$ cat config.mk
export PLATFORM = sky130hd
export DESIGN_NAME = chan_addr_unilv
export DESIGN_NICKNAME = d
export VERILOG_FILES = /design/src/rtl/cau_pkg.sv /design/src/rtl/cau_cfg_store.sv /design/src/rtl/cau_div_restore.sv /design/src/rtl/cau_level_strip.sv /design/src/rtl/chan_addr_unilv.sv
export SDC_FILE = /design/constraint.sdc
export NUM_CORES = 2
export LEC_CHECK = 0
export BUFFER_PORTS_ARGS = -buffer_cell sky130_fd_sc_hd__buf_2
export CORE_ASPECT_RATIO = 2
export CORE_MARGIN = 5
export CORE_UTILIZATION = 40
export CTS_CLUSTER_SIZE = 16
export DETAILED_ROUTE_END_ITERATION = 8
export HOLD_SLACK_MARGIN = 0.15
export SLEW_MARGIN = 15
export SYNTH_ARGS = -nofsm -noshare
export SYNTH_HDL_FRONTEND = slang
export SYNTH_SLANG_ARGS = --single-unit
$ cat constraint.sdc
create_clock -name clk -period 7.3 [get_ports clk]
set_input_delay 1.095 -clock clk [delete_from_list [all_inputs] [get_ports clk]]
set_output_delay 1.095 -clock clk [all_outputs]
set_load 0.005 [all_outputs]
$ cat src/rtl/cau_pkg.sv
package cau_pkg;

   // Write selector for the configuration port
   typedef enum logic [1:0] {
      CFG_BASE = 2'd0,
      CFG_WAYS = 2'd1,
      CFG_OFS  = 2'd2,
      CFG_NONE = 2'd3
   } cfg_kind_e;

   // Address bit at which window base, limit and offset fields sit
   localparam int unsigned FIELD_LSB = 26;
   localparam int unsigned FIELD_W   = 20;
   localparam int unsigned MIN_ADDR_W = FIELD_LSB + FIELD_W;

   // Interleave bit selected by a 2-bit granularity code
   function automatic int unsigned gran_bit(input logic [1:0] code);
      case (code)
         2'd0:    return 6;
         2'd1:    return 8;
         2'd2:    return 12;
         default: return 30;
      endcase
   endfunction

endpackage

$ cat src/rtl/cau_cfg_store.sv
module cau_cfg_store
   import cau_pkg::*;
#(
   parameter int unsigned N_CTRL  = 2,
   parameter int unsigned N_CHAN  = 3,
   parameter int unsigned N_ENTRY = 8,
   parameter int unsigned CTRL_W  = 1,
   parameter int unsigned CHAN_W  = 2,
   parameter int unsigned ENT_W   = 3
)(
   input  logic              clk,
   input  logic              rst_n,
   input  logic              wr_en,
   input  logic [1:0]        wr_kind,
   input  logic [CTRL_W-1:0] wr_ctrl,
   input  logic [CHAN_W-1:0] wr_chan,
   input  logic [ENT_W-1:0]  wr_ent,
   input  logic [31:0]       wr_data,
   input  logic [CTRL_W-1:0] rd_ctrl,
   input  logic [CHAN_W-1:0] rd_chan,
   input  logic [ENT_W-1:0]  rd_ent,
   output logic [31:0]       rd_base,
   output logic [31:0]       rd_ways,
   output logic [31:0]       rd_ofs
);

   logic [31:0] base_by_ctrl [N_CTRL];
   logic [31:0] ways_by_ctrl [N_CTRL];
   logic [31:0] ofs_by_cc    [N_CTRL][N_CHAN];

   logic ent_wr_ok;
   assign ent_wr_ok = (32'(wr_ent) < N_ENTRY);

   for (genvar gc = 0; gc < N_CTRL; gc++) begin : g_ctrl
      logic [31:0] base_q [N_ENTRY];
      logic [31:0] ways_q [N_ENTRY];
      logic        sel_ctrl;

      assign sel_ctrl = wr_en && ent_wr_ok && (wr_ctrl == CTRL_W'(gc));

      always_ff @(posedge clk or negedge rst_n) begin
         if (!rst_n) begin
            for (int i = 0; i < int'(N_ENTRY); i++) begin
               base_q[i] <= '0;
               ways_q[i] <= '0;
            end
         end else if (sel_ctrl) begin
            if (wr_kind == CFG_BASE) base_q[wr_ent] <= wr_data;
            if (wr_kind == CFG_WAYS) ways_q[wr_ent] <= wr_data;
         end
      end

      assign base_by_ctrl[gc] = base_q[rd_ent];
      assign ways_by_ctrl[gc] = ways_q[rd_ent];

      for (genvar gh = 0; gh < N_CHAN; gh++) begin : g_chan
         logic [31:0] ofs_q [N_ENTRY];

         always_ff @(posedge clk or negedge rst_n) begin
            if (!rst_n) begin
               for (int i = 0; i < int'(N_ENTRY); i++) ofs_q[i] <= '0;
            end else if (sel_ctrl && (wr_kind == CFG_OFS) &&
                         (wr_chan == CHAN_W'(gh))) begin
               ofs_q[wr_ent] <= wr_data;
            end
         end

         assign ofs_by_cc[gc][gh] = ofs_q[rd_ent];
      end
   end

   logic rd_ok;
   assign rd_ok = (32'(rd_ctrl) < N_CTRL) && (32'(rd_ent) < N_ENTRY);

   always_comb begin
      rd_base = '0;
      rd_ways = '0;
      rd_ofs  = '0;
      if (rd_ok) begin
         rd_base = base_by_ctrl[rd_ctrl];
         rd_ways = ways_by_ctrl[rd_ctrl];
         if (32'(rd_chan) < N_CHAN) rd_ofs = ofs_by_cc[rd_ctrl][rd_chan];
      end
   end

endmodule

$ cat src/rtl/cau_div_restore.sv
module cau_div_restore #(
   parameter int unsigned NW = 46,
   parameter int unsigned DW = 2
)(
   input  logic          clk,
   input  logic          rst_n,
   input  logic          start,
   input  logic [NW-1:0] num,
   input  logic [DW-1:0] den,
   output logic          done,
   output logic [NW-1:0] quo
);

   localparam int unsigned CW = $clog2(NW + 1);

   logic          busy;
   logic [CW-1:0] left;
   logic [DW-1:0] rem;
   logic [DW-1:0] den_q;
   logic [NW-1:0] work;
   logic [DW:0]   trial;
   logic [DW:0]   rem_nx;
   logic          ge;

   // One quotient bit per cycle, most significant first
   always_comb begin
      trial  = {rem, work[NW-1]};
      ge     = (trial >= {1'b0, den_q});
      rem_nx = ge ? (trial - {1'b0, den_q}) : trial;
   end

   always_ff @(posedge clk or negedge rst_n) begin
      if (!rst_n) begin
         busy  <= 1'b0;
         done  <= 1'b0;
         left  <= '0;
         rem   <= '0;
         den_q <= '0;
         work  <= '0;
      end else begin
         done <= 1'b0;
         if (start) begin
            busy  <= 1'b1;
            left  <= CW'(NW);
            rem   <= '0;
            den_q <= den;
            work  <= num;
         end else if (busy) begin
            rem  <= rem_nx[DW-1:0];
            work <= {work[NW-2:0], ge};
            left <= left - 1'b1;
            if (left == CW'(1)) begin
               busy <= 1'b0;
               done <= 1'b1;
            end
         end
      end
   end

   assign quo = work;

endmodule

$ cat src/rtl/cau_level_strip.sv
module cau_level_strip
   import cau_pkg::*;
#(
   parameter int unsigned ADDR_W = 46
)(
   input  logic              clk,
   input  logic              rst_n,
   input  logic              start,
   input  logic [ADDR_W-1:0] val,
   input  logic [ADDR_W-1:0] lo,
   input  logic [1:0]        gcode,
   input  logic [3:0]        ways,
   output logic              done,
   output logic [ADDR_W-1:0] res
);

   function automatic logic [ADDR_W-1:0] low_mask(input logic [1:0] code);
      return (ADDR_W'(1) << gran_bit(code)) - ADDR_W'(1);
   endfunction

   logic [ADDR_W-1:0] shifted;
   logic [1:0]        k;
   logic              is3;
   logic              div_done;
   logic [ADDR_W-1:0] quo;
   logic [1:0]        g_q;
   logic [ADDR_W-1:0] lo_q;

   assign shifted = val >> gran_bit(gcode);
   assign is3     = (ways == 4'd3);

   // Power-of-two way counts become a right shift
   always_comb begin
      case (ways)
         4'd2:    k = 2'd1;
         4'd4:    k = 2'd2;
         4'd8:    k = 2'd3;
         default: k = 2'd0;
      endcase
   end

   cau_div_restore #(
      .NW (ADDR_W),
      .DW (2)
   ) u_div3 (
      .clk   (clk),
      .rst_n (rst_n),
      .start (start && is3),
      .num   (shifted),
      .den   (2'd3),
      .done  (div_done),
      .quo   (quo)
   );

   always_ff @(posedge clk or negedge rst_n) begin
      if (!rst_n) begin
         done <= 1'b0;
         res  <= '0;
         g_q  <= '0;
         lo_q <= '0;
      end else begin
         done <= 1'b0;
         if (start && !is3) begin
            res  <= ((shifted >> k) << gran_bit(gcode)) | (lo & low_mask(gcode));
            done <= 1'b1;
         end
         if (start && is3) begin
            g_q  <= gcode;
            lo_q <= lo;
         end
         if (div_done) begin
            res  <= (quo << gran_bit(g_q)) | (lo_q & low_mask(g_q));
            done <= 1'b1;
         end
      end
   end

endmodule

$ cat src/rtl/chan_addr_unilv.sv
module chan_addr_unilv
   import cau_pkg::*;
#(
   parameter int unsigned ADDR_W  = 46,
   parameter int unsigned N_CTRL  = 2,
   parameter int unsigned N_CHAN  = 3,
   parameter int unsigned N_ENTRY = 8,
   localparam int unsigned CTRL_W = (N_CTRL > 1) ? $clog2(N_CTRL) : 1,
   localparam int unsigned CHAN_W = (N_CHAN > 1) ? $clog2(N_CHAN) : 1,
   localparam int unsigned ENT_W  = (N_ENTRY > 1) ? $clog2(N_ENTRY) : 1
)(
   input  logic              clk,
   input  logic              rst_n,
   input  logic              cfg_we,
   input  logic [1:0]        cfg_kind,
   input  logic [CTRL_W-1:0] cfg_ctrl,
   input  logic [CHAN_W-1:0] cfg_chan,
   input  logic [ENT_W-1:0]  cfg_entry,
   input  logic [31:0]       cfg_data,
   input  logic              in_valid,
   output logic              in_ready,
   input  logic [ADDR_W-1:0] in_addr,
   input  logic [CTRL_W-1:0] in_ctrl,
   input  logic [CHAN_W-1:0] in_chan,
   output logic              out_valid,
   input  logic              out_ready,
   output logic [ADDR_W-1:0] out_chan_addr,
   output logic [3:0]        out_skt_ways,
   output logic [2:0]        out_chan_ways,
   output logic              out_miss
);

   if (ADDR_W < MIN_ADDR_W || ADDR_W > 64) begin : g_bad_addr_w
      $error("chan_addr_unilv: ADDR_W must lie in 46..64");
   end
   if (N_CTRL < 2 || N_CHAN < 2 || N_ENTRY < 2) begin : g_bad_counts
      $error("chan_addr_unilv: N_CTRL, N_CHAN and N_ENTRY must be at least 2");
   end

   typedef enum logic [2:0] {
      ST_IDLE, ST_SCAN, ST_L1, ST_L1W, ST_L2, ST_L2W, ST_DONE
   } st_e;

   st_e               st;
   logic [ADDR_W-1:0] a_q;
   logic [CTRL_W-1:0] ctrl_q;
   logic [CHAN_W-1:0] chan_q;
   logic [ENT_W-1:0]  idx_q;
   logic [ADDR_W-1:0] cur;
   logic              miss_q;
   logic [1:0]        sgc, cgc, swc, cwc;
   logic              chan_first;

   logic [31:0]       rd_base, rd_ways, rd_ofs;
   logic [ADDR_W-1:0] base_a, lim_a, ofs_a;
   logic              hit;

   cau_cfg_store #(
      .N_CTRL  (N_CTRL),
      .N_CHAN  (N_CHAN),
      .N_ENTRY (N_ENTRY),
      .CTRL_W  (CTRL_W),
      .CHAN_W  (CHAN_W),
      .ENT_W   (ENT_W)
   ) u_store (
      .clk     (clk),
      .rst_n   (rst_n),
      .wr_en   (cfg_we && (st == ST_IDLE)),
      .wr_kind (cfg_kind),
      .wr_ctrl (cfg_ctrl),
      .wr_chan (cfg_chan),
      .wr_ent  (cfg_entry),
      .wr_data (cfg_data),
      .rd_ctrl (ctrl_q),
      .rd_chan (chan_q),
      .rd_ent  (idx_q),
      .rd_base (rd_base),
      .rd_ways (rd_ways),
      .rd_ofs  (rd_ofs)
   );

   assign base_a = ADDR_W'({rd_base[31:12], {FIELD_LSB{1'b0}}});
   assign lim_a  = ADDR_W'({rd_ways[31:12], {FIELD_LSB{1'b1}}});
   assign ofs_a  = ADDR_W'({rd_ofs[23:4],   {FIELD_LSB{1'b0}}});
   assign hit    = (a_q >= base_a) && (a_q <= lim_a);

   // Shared level remover, inputs steered by phase and removal order
   logic              lvl_start, lvl_done;
   logic [ADDR_W-1:0] lvl_res, lvl_lo;
   logic [1:0]        lvl_g;
   logic [3:0]        lvl_ways, skt_ways, chn_ways;
   logic              second;

   assign skt_ways  = 4'd1 << swc;
   assign chn_ways  = {2'b00, cwc} + 4'd1;
   assign second    = (st == ST_L2) || (st == ST_L2W);
   assign lvl_start = (st == ST_L1) || (st == ST_L2);

   always_comb begin
      if (chan_first) begin
         lvl_lo   = cur;
         lvl_g    = second ? sgc : cgc;
         lvl_ways = second ? skt_ways : chn_ways;
      end else begin
         lvl_lo   = a_q;
         lvl_g    = second ? cgc : sgc;
         lvl_ways = second ? chn_ways : skt_ways;
      end
   end

   cau_level_strip #(
      .ADDR_W (ADDR_W)
   ) u_strip (
      .clk   (clk),
      .rst_n (rst_n),
      .start (lvl_start),
      .val   (cur),
      .lo    (lvl_lo),
      .gcode (lvl_g),
      .ways  (lvl_ways),
      .done  (lvl_done),
      .res   (lvl_res)
   );

   always_ff @(posedge clk or negedge rst_n) begin
      if (!rst_n) begin
         st         <= ST_IDLE;
         a_q        <= '0;
         ctrl_q     <= '0;
         chan_q     <= '0;
         idx_q      <= '0;
         cur        <= '0;
         miss_q     <= 1'b0;
         sgc        <= '0;
         cgc        <= '0;
         swc        <= '0;
         cwc        <= '0;
         chan_first <= 1'b0;
      end else begin
         case (st)
            ST_IDLE: if (in_valid) begin
               a_q    <= in_addr;
               ctrl_q <= in_ctrl;
               chan_q <= in_chan;
               idx_q  <= '0;
               miss_q <= 1'b0;
               st     <= ST_SCAN;
            end
            ST_SCAN: begin
               if (hit) begin
                  sgc        <= rd_base[5:4];
                  cgc        <= rd_base[7:6];
                  swc        <= rd_ways[11:10];
                  cwc        <= rd_ways[9:8];
                  cur        <= a_q - ofs_a;
                  chan_first <= (rd_ways[9:8] == 2'd2) &&
                                (gran_bit(rd_base[5:4]) > gran_bit(rd_base[7:6]));
                  st         <= ST_L1;
               end else if (idx_q == ENT_W'(N_ENTRY - 1)) begin
                  miss_q <= 1'b1;
                  cur    <= '0;
                  swc    <= '0;
                  cwc    <= '0;
                  st     <= ST_DONE;
               end else begin
                  idx_q <= idx_q + 1'b1;
               end
            end
            ST_L1:  st <= ST_L1W;
            ST_L1W: if (lvl_done) begin
               cur <= lvl_res;
               st  <= ST_L2;
            end
            ST_L2:  st <= ST_L2W;
            ST_L2W: if (lvl_done) begin
               cur <= lvl_res;
               st  <= ST_DONE;
            end
            ST_DONE: if (out_ready) st <= ST_IDLE;
            default: st <= ST_IDLE;
         endcase
      end
   end

   assign in_ready      = (st == ST_IDLE);
   assign out_valid     = (st == ST_DONE);
   assign out_chan_addr = cur;
   assign out_miss      = miss_q;
   assign out_skt_ways  = skt_ways;
   assign out_chan_ways = chn_ways[2:0];

endmodule

Yosys cells after proc, flatten, opt, wreduce, memory -nomap -nowiden
Index checks and enable logic that the tools add are counted.
{"block": "op_classes", "shifts": 7, "addsub": 7, "muxes": 112, "n_lt_le_gt_ge": 10, "n_bitwise": 9, "n_eq_ne": 34, "n_reduce_logical": 43}
{"operator": "$bwmux W256", "count": 10}
{"operator": "$mux W32", "count": 33}
{"operator": "$bmux W32 S3", "count": 10}
{"operator": "$mux W46", "count": 8}
{"operator": "$mux W96", "count": 3}
{"operator": "$demux W32 S3", "count": 1}
{"operator": "$and A46 B46 Y46", "count": 2}
{"operator": "$or A46 B46 Y46", "count": 2}
{"operator": "$pmux W46 S2", "count": 1}
{"operator": "$shl A1 B32 Y46 const A", "count": 2}
{"operator": "$shl A46 B32 Y46", "count": 2}
{"operator": "$sub A46 B2 Y46 const B", "count": 2}
{"operator": "$mux W24", "count": 3}
{"operator": "$bmux W32 S2", "count": 1}
{"operator": "$pmux W5 S3", "count": 4}
{"operator": "$ge A46 B46 Y1", "count": 1}
{"operator": "$le A46 B46 Y1", "count": 1}
{"operator": "$shr A46 B2 Y46", "count": 1}
{"operator": "$shr A46 B5 Y46", "count": 1}
{"operator": "$sub A46 B46 Y46", "count": 1}
{"operator": "$gt A32 B32 Y1", "count": 1}
{"operator": "$mux W3", "count": 9}
{"operator": "$pmux W3 S7", "count": 1}
{"operator": "$mux W2", "count": 9}
{"operator": "other kinds (44)", "count": 113}
{"block": "word_totals", "word_cells": 324, "output_inout_bits": 56, "ff_bits": 2823}

Depth between registers and ports, before layout
{"block": "logic_depth", "depth_word": 14, "mapped_depth": 21}

Modules after synthesis
Synthesis repeated with hierarchy kept, for this count alone.
{"block": "unflattened", "cells_unflattened": 9987, "area_unflattened_um2": 139207.3}
{"mod": "cau_cfg_store", "area_per_inst_um2": 115786.0, "cells_each": 7279, "n_inst": 1}
{"mod": "cau_level_strip", "area_per_inst_um2": 12774.8, "cells_each": 1631, "n_inst": 1}
{"mod": "chan_addr_unilv", "area_per_inst_um2": 7936.4, "cells_each": 817, "n_inst": 1}
{"mod": "cau_div_restore", "area_per_inst_um2": 2710.1, "cells_each": 260, "n_inst": 1}

Worst setup path after synthesis
OpenSTA, ideal clock, no wires.
{"block": "synth_path", "kind": "register -> register", "start": "register idx_q[0]", "end": "register cur[10], in the netlist out_chan_addr[10]", "setup_slack_ns": 1.961, "path_buffers": 6, "path_stages_with_launch": 21, "arrival_time_ns": 5.261, "path_cell_list": "dfrtp_1 clkbuf_1 clkbuf_1 buf_1 buf_1 mux4_2 mux4_2 inv_1 ha_1 a21o_1 a21o_1 a21oi_1 o21ai_0 a21oi_1 o21ai_0 a32o_1 nor2_1 clkbuf_1 clkbuf_1 a22oi_1 a21oi_1"}
{"block": "synth_via", "elab_chain_len": 11}
{"item": "start, declared", "line_no": "chan_addr_unilv.sv:48", "text": "logic [ENT_W-1:0] idx_q;"}
{"item": "start signal, assigned", "line_no": "chan_addr_unilv.sv:166", "text": "idx_q <= idx_q + 1'b1;"}
{"item": "$not A3 Y4 (implied by the code)", "line_no": "cau_cfg_store.sv:53, cau_cfg_store.sv:54"}
{"item": "$bmux W32 S3, on equally long branches", "line_no": "cau_cfg_store.sv:53, cau_cfg_store.sv:54"}
{"item": "$mux W32, on equally long branches (2 in series)", "line_no": "cau_cfg_store.sv:53, cau_cfg_store.sv:54"}
{"item": "$mux W32, on equally long branches (3 in series)", "line_no": "cau_cfg_store.sv:80, cau_cfg_store.sv:81"}
{"item": "$ge A46 B46 Y1 or $le A46 B46 Y1 (tied branches)", "line_no": "chan_addr_unilv.sv:85", "text": "assign hit = (a_q >= base_a) && (a_q <= lim_a);"}
{"item": "$logic_and A1 B1 Y1", "line_no": "chan_addr_unilv.sv:85"}
{"item": "$ne A3 B3 Y1 (no line) or $mux W46 (tied branches)"}
{"item": "$reduce_and A3 Y1 (no line) or $pmux W46 S2 (tied branches)"}
{"item": "end signal, assigned", "line_no": "chan_addr_unilv.sv:155", "text": "cur <= a_q - ofs_a;"}
{"item": "end signal, assigned", "line_no": "chan_addr_unilv.sv:171", "text": "cur <= lvl_res;"}
{"item": "end signal, assigned", "line_no": "chan_addr_unilv.sv:176", "text": "cur <= lvl_res;"}
{"item": "end, declared", "line_no": "chan_addr_unilv.sv:49", "text": "logic [ADDR_W-1:0] cur;"}
Several ways; a longest one is shown, not always the timed one. The select of a mux whose other input is x is not followed.
A chain may end at the register's enable or synchronous reset.

Worst setup path in the final report
{"block": "layout_path", "start": "register st[2]", "end": "register u_strip.res[13]"}
{"block": "layout_via", "elab_chain_len": 13}
{"item": "start, declared", "line_no": "chan_addr_unilv.sv:44", "text": "st_e st;"}
{"item": "start signal, assigned", "line_no": "chan_addr_unilv.sv:127", "text": "st <= ST_IDLE;"}
{"item": "start signal, assigned", "line_no": "chan_addr_unilv.sv:147", "text": "st <= ST_SCAN;"}
{"item": "start signal, assigned", "line_no": "chan_addr_unilv.sv:158", "text": "st <= ST_L1;"}
{"item": "$eq A3 B3 Y1", "line_no": "chan_addr_unilv.sv:96", "text": "assign second = (st == ST_L2) || (st == ST_L2W);"}
{"item": "$logic_or A1 B1 Y1 (*)", "line_no": "chan_addr_unilv.sv:96"}
{"item": "$mux W2, on equally long branches", "line_no": "chan_addr_unilv.sv:106, chan_addr_unilv.sv:102"}
{"item": "$mux W2 (*)", "line_no": "chan_addr_unilv.sv:100", "text": "if (chan_first) begin"}
{"item": "net lvl_g[0]", "line_no": "chan_addr_unilv.sv:90", "text": "logic [1:0] lvl_g;"}
{"item": "$eq A2 B2 Y1 (tied with other cells)", "line_no": "cau_pkg.sv:18", "text": "case (code)"}
{"item": "$pmux W5 S3 (*)", "line_no": "cau_pkg.sv:18"}
{"item": "parallel branches: the longest is 4 deep, another holds $shr A46 B5 Y46"}
{"item": "$or A46 B46 Y46 (*)", "line_no": "cau_level_strip.sv:64", "text": "res <= ((shifted >> k) << gran_bit(gcode)) | (lo & low_mask(gcode));"}
{"item": "$mux W46 (*)", "line_no": "cau_level_strip.sv:63", "text": "if (start && !is3) begin"}
{"item": "$mux W46 (*)", "line_no": "cau_level_strip.sv:71", "text": "if (div_done) begin"}
{"item": "end signal, assigned", "line_no": "cau_level_strip.sv:64"}
{"item": "end signal, assigned", "line_no": "cau_level_strip.sv:72", "text": "res <= (quo << gran_bit(g_q)) | (lo_q & low_mask(g_q));"}
{"item": "end, declared", "line_no": "cau_level_strip.sv:14", "text": "output logic [ADDR_W-1:0] res"}
Mark *: on every way through the listed nets, which the timed path passes. The select of a mux whose other input is x is not followed.

==> results.py <==
metrics = {
    "outcome": {
        "outcome": "finished, final reports clean",
    },
    "critical_path": {
        "reg2reg_from": "st[2]$_DFFE_PN0P_",
        "required_ns": 8.08,
        "path_max_fanout": 29,
        "worstSetupStartpointType": "register",
        "worst-r2r-cell-count": 16,
        "crit_path_max_incr_delay_ns": 0.68,
        "worstSetupEndpointType": "register",
        "r2r_end": "u_strip.res[13]$_DFFE_PN0P_",
        "critPathArrivalTime_ns": 7.23,
        "r2r_slack_ns": 0.85,
        "cp_slowest_cell": "mux4_2",
        "crit_chain": "nor2b_4 > xnor2_4 > mux2i_1 > buf_4 > inv_1 > ha_4 > mux4_2 > mux2_2 > o21ai_1 > mux4_2 > mux2i_1 > mux2_1 > mux2i_1 > buf_4 > o221ai_1 > o211a_1",
        "path_class": "register to register",
        "cp_common_cell": "mux2i_1",
    },
    "clock_network": {
        "cts_root_buf": "clkbuf_16",
        "cts.path.max_buffers": 4,
        "cts.clk_slew.worst_paths_ns": 0.07,
        "cts_setup_buffers": 0,
        "clock_sinks": 1989,
        "tritoncts": "done",
        "hold_buffers": 1,
        "cts_buffers": 181,
        "cts_resized": 0,
        "clock_latency_ns": 0.89,
        "h-tree-depth": 4,
    },
    "floorplanning": {
        "fp.dieH_um": 714.8,
        "rows": 258,
        "die_width_um": 362.4,
        "io_pins": 150,
        "start_util": 0.4023,
        "core_mm2": 0.2469,
        "fp.dieArea_mm2": 0.2590,
    },
    "cells_and_area": {
        "area_growth_pct": 12.08,
        "fin_area_mm2": 0.1113,
        "stdcell_count": 10514,
        "fin_util": 0.4509,
        "num-nets-final": 7291,
        "layout-drive-gt1-share": 0.4706,
    },
    "routing": {
        "viasPerCell": 6.018,
        "dr.max_layer_used": "met5",
        "first_pass_iters": 6,
        "finalWirelength_um": 347600,
        "num_vias": 63277,
        "drtIter0Drc": 4710,
        "drc": 0,
        "wl_met2_um": 176700,
        "wl_met1_um": 119200,
        "ant_nets": 0,
        "wl_per_cell_um": 33.06,
        "wl_met3_um": 16700,
    },
    "placement": {
        "place_congestion": 1.010,
        "placed_area_mm2": 0.1054,
        "io_buffers": 145,
        "dp_cells": 10167,
        "dp_hpwl_um": 235700,
    },
    "yosys": {
        "synth.distinct_cells": 83,
        "ys_ff_latch": 1989,
        "netlist_area_mm2": 0.09934,
        "ys.flop_type": "dfrtp_1",
        "ys.warnings.count": 0,
        "synth_area_per_cell_um2": 14.08,
        "synthCells": 7055,
        "synth_nets": 7241,
        "synth-seq-area-share": 0.5010,
        "synth-edff-count": 0,
        "ys_async_sr_fraction": 1.000,
    },
    "worst_hold_path": {
        "worstHoldPathType": "input port to register",
        "holdPathEnd": "a_q[3]$_DFFE_PN0P_",
        "holdPathStages": 2,
        "min_from": "in_addr[3]",
    },
    "pwr": {
        "power_leakage_uw": 0.05169,
        "peakVddDrop_uv": 209.1,
        "p_per_area_mw_per_mm2": 189.7,
    },
    "timing": {
        "rsz0062_at_grt": "false",
        "finalClockSkew_ns": 0.08022,
        "finalCritPeriodShare": 0.8834,
        "min_period_ns": 6.449,
        "worst_pin_slew_ns": 1.422,
        "relSlewSlack": 0.02468,
        "finalHoldViolations": 0,
        "fmax_ghz": 0.1551,
        "finalSetupTns_ns": 0,
        "slew_viol_final": 0,
        "finalHoldWorstSlack_ns": 0.4390,
        "setup_viol": 0,
    },
    "grt": {
        "grt_use_total": 0.2669,
        "grt_max_degree": 177,
        "grt_first_pass_wirelength_um": 499900,
        "overflow": 0,
        "grt_pass1_vias": 68236,
        "antenna_found_initial": 48,
    },
    "job": {
        "cap_violations": 0,
    },
}
## synthesized netlist by cell type (7+ instances only)
library cell | number | area (µm²)
mux2_1 | 13 | 146.4
a22o_1 | 15 | 131.4
o21ai_1 | 14 | 70.07
or2_2 | 7 | 43.79
and2_1 | 12 | 75.07
nor3_1 | 40 | 200.2
mux2_2 | 1836 | 20670
o211ai_1 | 18 | 135.1
clkbuf_1 | 488 | 1832
ha_1 | 91 | 1139
o31ai_1 | 11 | 82.58
nand4_1 | 20 | 125.1
o21ai_0 | 156 | 780.8
buf_4 | 9 | 67.56
nand3b_1 | 9 | 67.56
a221oi_1 | 20 | 175.2
buf_1 | 156 | 585.6
nor2b_1 | 39 | 244.0
xor2_1 | 7 | 61.31
a211oi_1 | 49 | 367.9
or3_1 | 12 | 75.07
o221ai_1 | 10 | 87.58
a21oi_1 | 192 | 960.9
mux4_2 | 634 | 14280
a21o_1 | 15 | 112.6
and3_1 | 13 | 81.33
o21a_1 | 11 | 82.58
nor3b_1 | 7 | 52.55
nand3_1 | 39 | 195.2
xnor2_1 | 18 | 157.7
nand2_1 | 316 | 1186
inv_1 | 79 | 296.5
o22ai_1 | 16 | 100.1
a221o_1 | 9 | 90.09
dfrtp_1 | 1989 | 49770
nor2_1 | 250 | 938.4
a22oi_1 | 48 | 360.4
mux2i_1 | 222 | 2222
nor4_1 | 7 | 43.79
o2111ai_1 | 9 | 78.83
buf_2 | 20 | 100.1
o211a_1 | 8 | 80.08
nand2b_1 | 21 | 131.4
a31oi_1 | 23 | 143.9
## area by class of cell
type,instances,area (µm²)
tap,3250,4066
clock buffer,276,5431
timing repair buffer,543,4273
antenna,31,77.57
fill,22055,135600
sequential,1989,49790
clock inverter,35,346.6
multi-input combinational,4304,47040
inverter,86,322.8
## worst max-delay path: cells and delay by family (launching register included)
| kind | cells | cell delay [ns] |
|---|---|---|
| adders and majority gates | 1 | 0.53 |
| buffers and inverters | 3 | 0.80 |
| and+or+nand+nor | 1 | 0.21 |
| AOI/OAI and AO/OA | 3 | 1.02 |
| xor gates and xnor gates | 1 | 0.43 |
| muxes | 7 | 2.84 |
| DFF | 1 | 0.52 |
## through the flow
stage                     total power (µW)  setup WS (ns)
after floorplan                      11350          1.961
after global placement               11690          1.285
after CTS                            21320          1.238
after detailed placement             11710          1.261
final                                21120         0.8512
after global routing                 21750         0.6313
## report_power, final
| group | switching (µW) | internal [µW] | leakage (µW) | total, µW |
|---|---|---|---|---|
| logic | 419 | 51.9 | 0.0211 | 471 |
| registers | 0 | 11000 | 0.0278 | 11000 |
| clock network | 4310 | 5320 | 0.00286 | 9630 |
## worst max-delay path by stage
stage | start | end | slack [ns] | cells past startpoint
finish | st[2]$_DFFE_PN0P_ | u_strip.res[13]$_DFFE_PN0P_ | 0.85 | 16
global route | idx_q[0]$_DFFE_PN0P_ | out_chan_addr[42]$_DFFE_PN0P_ | 0.63 | 18
CTS | st[2]$_DFFE_PN0P_ | u_strip.res[43]$_DFFE_PN0P_ | 1.24 | 18
detailed placement | st[2]$_DFFE_PN0P_ | u_strip.res[43]$_DFFE_PN0P_ | 1.26 | 18
global placement | idx_q[0]$_DFFE_PN0P_ | out_chan_addr[42]$_DFFE_PN0P_ | 1.29 | 18
floorplan | idx_q[0]$_DFFE_PN0P_ | out_chan_addr[10]$_DFFE_PN0P_ | 1.96 | 20
## kinds of logic (layout without fill, tap and decap cells)
group                      after synthesis  after routing  synth area share
DFF                                   1989           1989            0.5010
xor gates and xnor gates                26             26          0.002481
AOI/OAI and AO/OA                      674            674           0.04323
buffers and inverters                  762            940           0.02961
adders and majority gates               93             93           0.01176
muxes                                 2707           2707            0.3761
other                                    0             31                 0
and+or+nand+nor                        804            804           0.03583
## sequential cells by signal, indices dropped and copies added, names as in the netlist, 3 cells and up
name,flops
u_store.g_ctrl.g_chan.ofs_q,960
u_store.g_ctrl.base_q,384
u_store.g_ctrl.ways_q,384
a_q,46
out_chan_addr,46
u_strip.res,46
u_strip.u_div3.quo,46
u_strip.lo_q,44
u_strip.u_div3.left,6
idx_q,3
st,3
## layout by cell type (no fill, tap or decap), drive strengths merged, types with 10 or more instances in the layout
master	n
mux2i	223
a221oi	20
diode	31
o22ai	16
a211oi	49
nor2	250
xnor2	19
nand4	20
o21ai	170
a21o	15
or3	12
mux4	634
o31ai	11
dfrtp	1989
a31oi	23
a22oi	48
nand2b	21
and3	13
o221ai	10
ha	91
mux2	1850
a21oi	192
a22o	15
o211ai	18
buf	542
nand3	39
clkinv	27
and2	13
nor2b	40
o21a	11
nor3	40
inv	87
nand2	316
clkbuf	276
## routing by layer
metal  vias to the layer above  track usage
li1                      26300            -
met1                     33973       0.2826
met2                      2013       0.4606
met3                       961      0.05017
met4                        30       0.2191
met5                         -            0
Note: power is estimated with default switching activity, not from simulation.
